`src/rtl/rs_pkg.sv`:
```
package rs_pkg;
  typedef enum logic [1:0] {
    KIND_NONE  = 2'd0,
    KIND_DUMMY = 2'd1,
    KIND_REAL  = 2'd2
  } rf_kind_e;
endpackage

```
`src/rtl/rs_due_timer.sv`:
```
module rs_due_timer #(
  parameter int CNT_W = 8
) (
  input  logic             clk,
  input  logic             rst,
  input  logic             en_i,
  input  logic [CNT_W-1:0] interval_i,
  output logic             due_o
);
  logic [CNT_W-1:0] tmr_q;

  // down-counter; expiry at one reloads from the programmed interval
  assign due_o = en_i && (tmr_q <= CNT_W'(1));

  always_ff @(posedge clk) begin
    if (rst) begin
      tmr_q <= '0;
    end else if (!en_i || tmr_q <= CNT_W'(1)) begin
      tmr_q <= interval_i;
    end else begin
      tmr_q <= tmr_q - CNT_W'(1);
    end
  end
endmodule

```
`src/rtl/rs_dummy_seq.sv`:
```
module rs_dummy_seq #(
  parameter int NUM_DUMMY = 8
) (
  input  logic clk,
  input  logic rst,
  input  logic take_i,
  output logic active_o
);
  localparam int DUM_W = $clog2(NUM_DUMMY + 1);

  logic [DUM_W-1:0] left_q;

  assign active_o = (left_q != '0);

  always_ff @(posedge clk) begin
    if (rst) begin
      left_q <= DUM_W'(NUM_DUMMY);
    end else if (take_i && active_o) begin
      left_q <= left_q - DUM_W'(1);
    end
  end
endmodule

```
`src/rtl/rs_slot_track.sv`:
```
module rs_slot_track #(
  parameter int RF_CYC = 4
) (
  input  logic clk,
  input  logic rst,
  input  logic start_i,
  input  logic real_i,
  output logic idle_o,
  output logic real_busy_o
);
  localparam int ACT_W = $clog2(RF_CYC + 1);

  logic [ACT_W-1:0] act_q;
  logic             real_q;

  assign idle_o      = (act_q == '0);
  assign real_busy_o = real_q && !idle_o;

  always_ff @(posedge clk) begin
    if (rst) begin
      act_q  <= '0;
      real_q <= 1'b0;
    end else if (start_i) begin
      act_q  <= ACT_W'(RF_CYC - 1);
      real_q <= real_i;
    end else if (!idle_o) begin
      act_q <= act_q - ACT_W'(1);
    end
  end
endmodule

```
`src/rtl/refresh_sched.sv`:
```
module refresh_sched #(
  parameter int CNT_W     = 8,
  parameter int RF_CYC    = 4,
  parameter int NUM_DUMMY = 8
) (
  input  logic             clk,
  input  logic             rst,
  input  logic             refresh_en_i,
  input  logic [CNT_W-1:0] interval_i,
  input  logic             mem_busy_i,
  input  logic             dma_req_i,
  output logic             start_o,
  output logic             dummy_o,
  output logic             pend_o,
  output logic             ext_hold_o
);
  import rs_pkg::*;

  logic     due;
  logic     dum_active;
  logic     slot_idle;
  logic     real_busy;
  logic     pend_q;
  logic     start_q;
  logic     dummy_q;
  rf_kind_e kind_c;

  rs_due_timer #(.CNT_W(CNT_W)) u_timer (
    .clk       (clk),
    .rst       (rst),
    .en_i      (refresh_en_i),
    .interval_i(interval_i),
    .due_o     (due)
  );

  rs_dummy_seq #(.NUM_DUMMY(NUM_DUMMY)) u_dummy (
    .clk     (clk),
    .rst     (rst),
    .take_i  (kind_c == KIND_DUMMY),
    .active_o(dum_active)
  );

  rs_slot_track #(.RF_CYC(RF_CYC)) u_slot (
    .clk        (clk),
    .rst        (rst),
    .start_i    (kind_c != KIND_NONE),
    .real_i     (kind_c == KIND_REAL),
    .idle_o     (slot_idle),
    .real_busy_o(real_busy)
  );

  // dummies own the slot first; a real refresh needs a quiet bus
  always_comb begin
    kind_c = KIND_NONE;
    if (slot_idle) begin
      if (dum_active) begin
        kind_c = KIND_DUMMY;
      end else if (pend_q && refresh_en_i && !mem_busy_i && !dma_req_i) begin
        kind_c = KIND_REAL;
      end
    end
  end

  always_ff @(posedge clk) begin
    if (rst) begin
      pend_q  <= 1'b0;
      start_q <= 1'b0;
      dummy_q <= 1'b0;
    end else begin
      start_q <= (kind_c != KIND_NONE);
      dummy_q <= (kind_c == KIND_DUMMY);
      // a due arriving while already pending merges into the same request
      pend_q  <= refresh_en_i && ((pend_q && kind_c != KIND_REAL) || due);
    end
  end

  assign start_o    = start_q;
  assign dummy_o    = dummy_q;
  assign pend_o     = pend_q;
  assign ext_hold_o = pend_q || real_busy;
endmodule

```
`config.mk`:
```
export PLATFORM = sky130hd
export DESIGN_NAME = refresh_sched
export DESIGN_NICKNAME = d
export VERILOG_FILES = /design/src/rtl/rs_pkg.sv /design/src/rtl/rs_due_timer.sv /design/src/rtl/rs_dummy_seq.sv /design/src/rtl/rs_slot_track.sv /design/src/rtl/refresh_sched.sv
export SDC_FILE = /design/constraint.sdc
export NUM_CORES = 1
export LEC_CHECK = 0
export ABC_AREA = 1
export BUFFER_PORTS_ARGS = -buffer_cell sky130_fd_sc_hd__buf_2
export CORE_UTILIZATION = 50
export CTS_BUF_LIST = sky130_fd_sc_hd__clkbuf_4
export DETAILED_ROUTE_END_ITERATION = 6
export PLACE_DENSITY = 0.8
export SLEW_MARGIN = 10
export SYNTH_ARGS = -nofsm -noshare
export SYNTH_HDL_FRONTEND = slang
export SYNTH_HIERARCHICAL = 1
export SYNTH_SLANG_ARGS = --single-unit
```
`constraint.sdc`:
```
create_clock -name clk -period 1.45 [get_ports clk]
set_input_delay 0.2175 -clock clk [delete_from_list [all_inputs] [get_ports clk]]
set_output_delay 0.2175 -clock clk [all_outputs]
set_load 0.02 [all_outputs]
```
# Word level (Yosys, flattened, before mapping)
# Index checks and enable logic that the tools add are counted.
# op_classes
addsub	3
order_cmp	1
n_eq_ne	4
n_reduce_logical	19
mux	6
# ops
operator	n
two-way mux 2 bit	5
<= comparator 8 x 1 -> 1 bit, second input constant	1
logical AND 1 bit	8
two-way mux 8 bit	1
subtractor 8 x 1 -> 8 bit, second input constant	1
zero test 1 bit	4
nonzero test 4 bit	1
subtractor 4 x 1 -> 4 bit, second input constant	1
zero test 3 bit	1
logical OR 1 bit	3
subtractor 3 x 1 -> 3 bit, second input constant	1
== test 2 x 1 -> 1 bit, second input constant	1
== test 2 bit, second input constant	1
inequality test 2 x 1 -> 1 bit, second input constant	1
inequality test 2 bit, second input constant	1
nonzero test 2 bit	1
OR reduction 2 bit	1
# totals
ff_bits	19
wordCells	41
out_inout_bits	4
input_bits	13

# Depth between registers and ports, before layout
# logic_depth
word_depth	10
ltp_mapped	12
ltp_nobuf	12

# By module
# The synthesis kept the hierarchy.
# modules_own_cells
mod	seq_area_each_um2	area_each_um2	n_inst	cells_each
rs_due_timer	160.2	546.8	1	88
rs_dummy_seq	80.1	227.7	1	35
rs_slot_track	80.1	219.0	1	31
refresh_sched	60.1	156.4	1	21

# Worst setup path after synthesis
# Ideal clock, no wire load.
# synth_timing
path_kind	register -> register
from	reg u_dummy.left_q[0]
to	reg u_slot.real_q
setup_ns	0.119
required_time_ns	1.331
path_slack_ns	0.016
n_path_buf	0
arrival_ns	1.315
period_less_slack_ns	1.434
stages_incl_launch_ff	12
path_cell_list	dfxtp_1 -> inv_1 -> ha_1 -> inv_1 -> nor2_2 -> nand2_2 -> nor2_2 -> nand3_2 -> nand2_1 -> inv_1 -> o21ai_0 -> a21oi_1
# synth_between
elab_chain_len	4
word_cells_on_any_way	5
classes_between	eq/ne: 1; mux: 2; reduce/logical: 2
# synth_lines
item	line_no	rtl
from (decl)	rs_dummy_seq.sv:11	logic [DUM_W-1:0] left_q;
from (signal assigned)	rs_dummy_seq.sv:17	left_q <= DUM_W'(NUM_DUMMY);
from (signal assigned)	rs_dummy_seq.sv:19	left_q <= left_q - DUM_W'(1);
nonzero test 4 bit *	rs_dummy_seq.sv:13	assign active_o = (left_q != '0);
via dum_active	refresh_sched.sv:20	logic dum_active;
two-way mux 2 bit *	refresh_sched.sv:56	if (dum_active) begin
two-way mux 2 bit *	refresh_sched.sv:55	if (slot_idle) begin
== test 2 bit or nonzero test 2 bit (tied branches)	refresh_sched.sv:47, refresh_sched.sv:46	
to (signal assigned)	rs_slot_track.sv:25	real_q <= real_i;
to (decl)	rs_slot_track.sv:14	logic real_q;
# Mark *: on every way through the listed nets, which the timed path passes. The rest lies on a longest branch.
# A chain may end at the register's enable or synchronous reset.

# Worst setup path after layout
# layout_timing
from	reg u_slot.act_q[1]
to	out ext_hold_o
# layout_between
elab_chain_len	4
# layout_lines
item	line_no	rtl
from (decl)	rs_slot_track.sv:13	logic [ACT_W-1:0] act_q;
from (signal assigned)	rs_slot_track.sv:24	act_q <= ACT_W'(RF_CYC - 1);
from (signal assigned)	rs_slot_track.sv:27	act_q <= act_q - ACT_W'(1);
zero test 3 bit	rs_slot_track.sv:16	assign idle_o = (act_q == '0);
via slot_idle	refresh_sched.sv:21	logic slot_idle;
zero test 1 bit	rs_slot_track.sv:17	assign real_busy_o = real_q && !idle_o;
logical AND 1 bit	rs_slot_track.sv:17	
via real_busy	refresh_sched.sv:22	logic real_busy;
logical OR 1 bit	refresh_sched.sv:80	assign ext_hold_o = pend_q || real_busy;
to (decl)	refresh_sched.sv:15	output logic ext_hold_o
# The timed path passes the listed nets, and every way through them passes these cells.

==> results summary <==
The routed wire length per instance came out at 12.6 µm. The top achievable clock speed came out at 632 MHz. For the pin with the worst max-slew slack, the measured transition is 264 ps. The instance area at placement is 1290 µm². The worst hold path belongs to the class in -> reg.

The core area is 2060 µm². For this design, the slowest cell found on the critical path is dfxtp_2. The final weighted congestion of routability-driven global placement came out at approximately 0.82. The net count after synthesis came out at 193. In this run the remaining antenna-violating nets after routing total 0. The number of buffers on the longest clock path is 2. The number of cells traversed by the worst hold path came out at 3. The worst setup path is captured at an output pin. The setup path with the least slack is of type reg -> out.

The area growth from synthesis to final layout is 33.5%. The final global-route overflow total came out at 0. The proportion of power drawn by flip-flops and latches came out at a little over a quarter. Of the total power, combinational logic draws 63.9%.

The number of core rows came out at 16. Across every metal layer, demand over resource in global routing totals between 20% and 30%. Summed over all nets, the switching power comes to roughly 1400 µW. The switching share of power came out at 44.3%. The starting DRC count in detailed routing is 28. The total non-filler cell area in the finished layout is around 1500 µm².

The mapped cell area came out at around 1100 µm². The number of CTS-inserted buffers is 3. The detailed router placed 1189 vias in this run.

Sorting the synthesized cells by area gives the leading types as dfxtp_1, nand2_1, inv_1, nor2_1, nand3_1. The number of antenna diodes came out at 0. The checks that failed: negative setup slack.

The smallest clock period supported by the final layout is computed as around 1600 ps. The effective utilization at floorplan is 55.8%. The largest single stage delay on the critical path is around 360 ps.

The die covers 2500 µm². The final-report hold violation count is 0. The clock latency on the worst-skew pair is 300 ps. Grouping stages by cell kind, the critical path spends the most delay in flip-flops. CTS placed an instance of clkbuf_4 at the clock tree root. After detailed routing, the total wire length is 3040 µm. The clock drives 19 sinks. For the worst setup path, the data required time is 1230 ps. Sequential cells were found to cover 33.1% of the synthesized design area. The I/O pin count is 17. The post-DP HPWL came out at 1900 µm.

The iteration count of the initial detailed-routing pass came out at 4. The die span in x is 50.0 µm. The setup slack of the worst register-to-register path is -80 ps. Setup repair after global routing could not meet its margin everywhere. The number of register bits inferred by synthesis is 19. The signal arrival time at the worst endpoint is approximately 1400 ps. The internal power of the cells totals around 1700 µW. The endpoint identified for the worst register-to-register timing path is u_slot/act_q[1]. The DRC violations left came out at 0. The critical path contains buffers and inverters numbering 3 combined. The maximum number of pins on one net before global-route repair came out at 12. The worst relative slew slack came out at 82.4%. The leakage power of the design came out at about 0.00081 µW. The worst hold path endpoint is u_timer/tmr_q[1]. Using the TritonRoute via totals, the vias-per-cell ratio works out to 4.95.

The clock tree from TritonCTS is done. The largest clock skew in the final design is between 8 and 9 ps. The synthesized design spends more area on one cell type than any other, namely dfxtp_1. Counting tap cells, the placed design contains a total of 223 instances. The synthesized area per cell came out at 6.57 µm². The number of nets in the finished design came out at 232.

In this run the vertical extent of the chip is 50.0 µm. The worst-case IR drop observed on VDD is 0.00161 V. The highest fanout seen on the critical path is 2. After clock tree synthesis, the clock-pin slew on the worst setup and hold paths is 110 ps. The final core utilization is about three quarters. The worst register-to-register path begins at u_slot/act_q[1]. The cell count after synthesis came out at 175.

The filler-free cell count of the finished design came out at 240. The maximum level of the CTS H-tree came out at 1. The number of pins exceeding their max-slew limit in the final report is 0.

The clock network burns 9.6% of the power. The flow ran to the end, but the final reports show violations. The count of maximum capacitance violations is 0. The sum of negative setup slack came out at -345 ps. The wire length of the first global-routing pass is 4690 µm.

The number of port buffers came out at 16. The setup-violating endpoint count in the final report came out at 5. The fraction of the cycle the final worst path needs came out at 109%. The critical path starts at u_slot/act_q[1]. The dominant cell type by count on the critical path is inv_2.

For the worst flop-to-flop path, the logic depth is 13. For this design, the CTS-stage hold fixing added 0 buffers. The signal on the critical path passes through inv_2, ha_4, nand2_4, inv_2, nor2_1, or2_1, buf_6. The fraction of layout instances using a drive strength above 1 is between 40% and 50%. The worst setup margin is -132 ps. The cell area power density came out at 1990 nW/µm². The filler cell count in the final layout came out at 155.

STA classifies the critical path startpoint as a flip-flop. The startpoint identified for the worst hold timing path is interval_i[1]. The via count of the first global-routing pass came out at 1170. For this run, the number of Yosys warnings is 6. The initial antenna violation count is 0. The number of different library cells used by synthesis comes to 21. The area share of the leading cell type in the synthesized netlist is 33.1%.
final cells by class:
| cell class | instances | area, µm² | share of cell area [%] |
|---|---|---|---|
| multi-input combinational | 118 | 708 | 46.1 |
| timing repair buffer | 35 | 233 | 15.2 |
| inverter | 37 | 144 | 9.37 |
| clock buffer | 4 | 30.0 | 1.96 |
| tap | 27 | 33.8 | 2.20 |
| sequential | 19 | 387 | 25.2 |
cell families (layout without fill, tap and decap cells):
| group | count (synthesis) | count (layout) | share of synthesized area [%] |
|---|---|---|---|
| buffers and inverters | 38 | 76 | 13.8 |
| xor gates and xnor gates | 3 | 3 | 2.29 |
| AOI/OAI and AO/OA | 8 | 8 | 4.90 |
| DFF | 19 | 19 | 33.1 |
| and+or+nand+nor | 102 | 102 | 40.5 |
| adders and majority gates | 5 | 5 | 5.44 |
worst max path at each step:
stage | end | slack [ps] | cells past startpoint
after floorplan | u_slot/real_q | 20 | 11
after global placement | u_dummy/left_q[3] | 20 | 11
after detailed placement | u_slot/real_q | -130 | 11
after CTS | ext_hold_o | -120 | 7
after global routing | ext_hold_o | -200 | 7
final | ext_hold_o | -130 | 7
metal layers:
layer | vias up | GRT usage [%] | part of all wire [%]
met4 | 0 | 10.5 | 1.6
met5 | - | 0 | 0
li1 | 597 | - | -
met2 | 35 | 45.5 | 54
met1 | 550 | 25.4 | 40
met3 | 7 | 6.79 | 4.3
synth_stat cells:
cell and count:
nand2_1 39, inv_1 33, nor2_1 31, dfxtp_1 19
nand3_1 13, nor2_2 8, ha_1 5, a21oi_2 4
inv_2 4, nand2_2 3, nand2_4 2, nand4_1 2
o21ai_0 2, or2_1 2, xnor2_1 2, a21oi_1 1
a31oi_1 1, buf_12 1, nand3_2 1, nor2_4 1
xor2_1 1
stage by stage:
stage | total power, µW | worst slack [ps] | hold slack [ps]
2_1_floorplan | 1700 | 15.9 | 280
3_3_place_gp | 1960 | 22.8 | 426
3_5_place_dp | 2040 | -128 | 436
4_1_cts | 2760 | -118 | 125
5_1_grt | 3290 | -203 | 115
6_report | 3050 | -132 | 126
power groups by stage:
stage	logic (µW)	clock network [µW]	registers (µW)
finish	1950	292	811
global route	2130	330	831
CTS	1670	290	795
detailed placement	1240	0	799
global placement	1170	0	788
floorplan	894	0	806
cell usage in the layout, fill, tap and decap left out, drive strengths merged:
master   n
a31oi    1
inv     37
or2      2
nand3   14
buf     35
nor2    40
xnor2    2
nand2   44
xor2     1
o21ai    2
clkbuf   4
ha       5
a21oi    5
nand4    2
dfxtp   19
registers in the layout (all words and copies together) (netlist names):
register	count
u_slot/real_q	1
start_o	1
u_timer/tmr_q	8
u_dummy/left_q	4
pend_o	1
dummy_o	1
u_slot/act_q	3
worst min-delay path: stages:
cell,delay [ps]
buf_2,80
nor2_1,40
nor2_1,70
what timing repair did:
item / in CTS / in global routing
resized for setup: 27 / 16
setup endpoints to repair: 8 / 18
setup buffers: 10 / 4
pin swaps: 11 / 9
No activity file was read; power rests on OpenSTA's default activity.
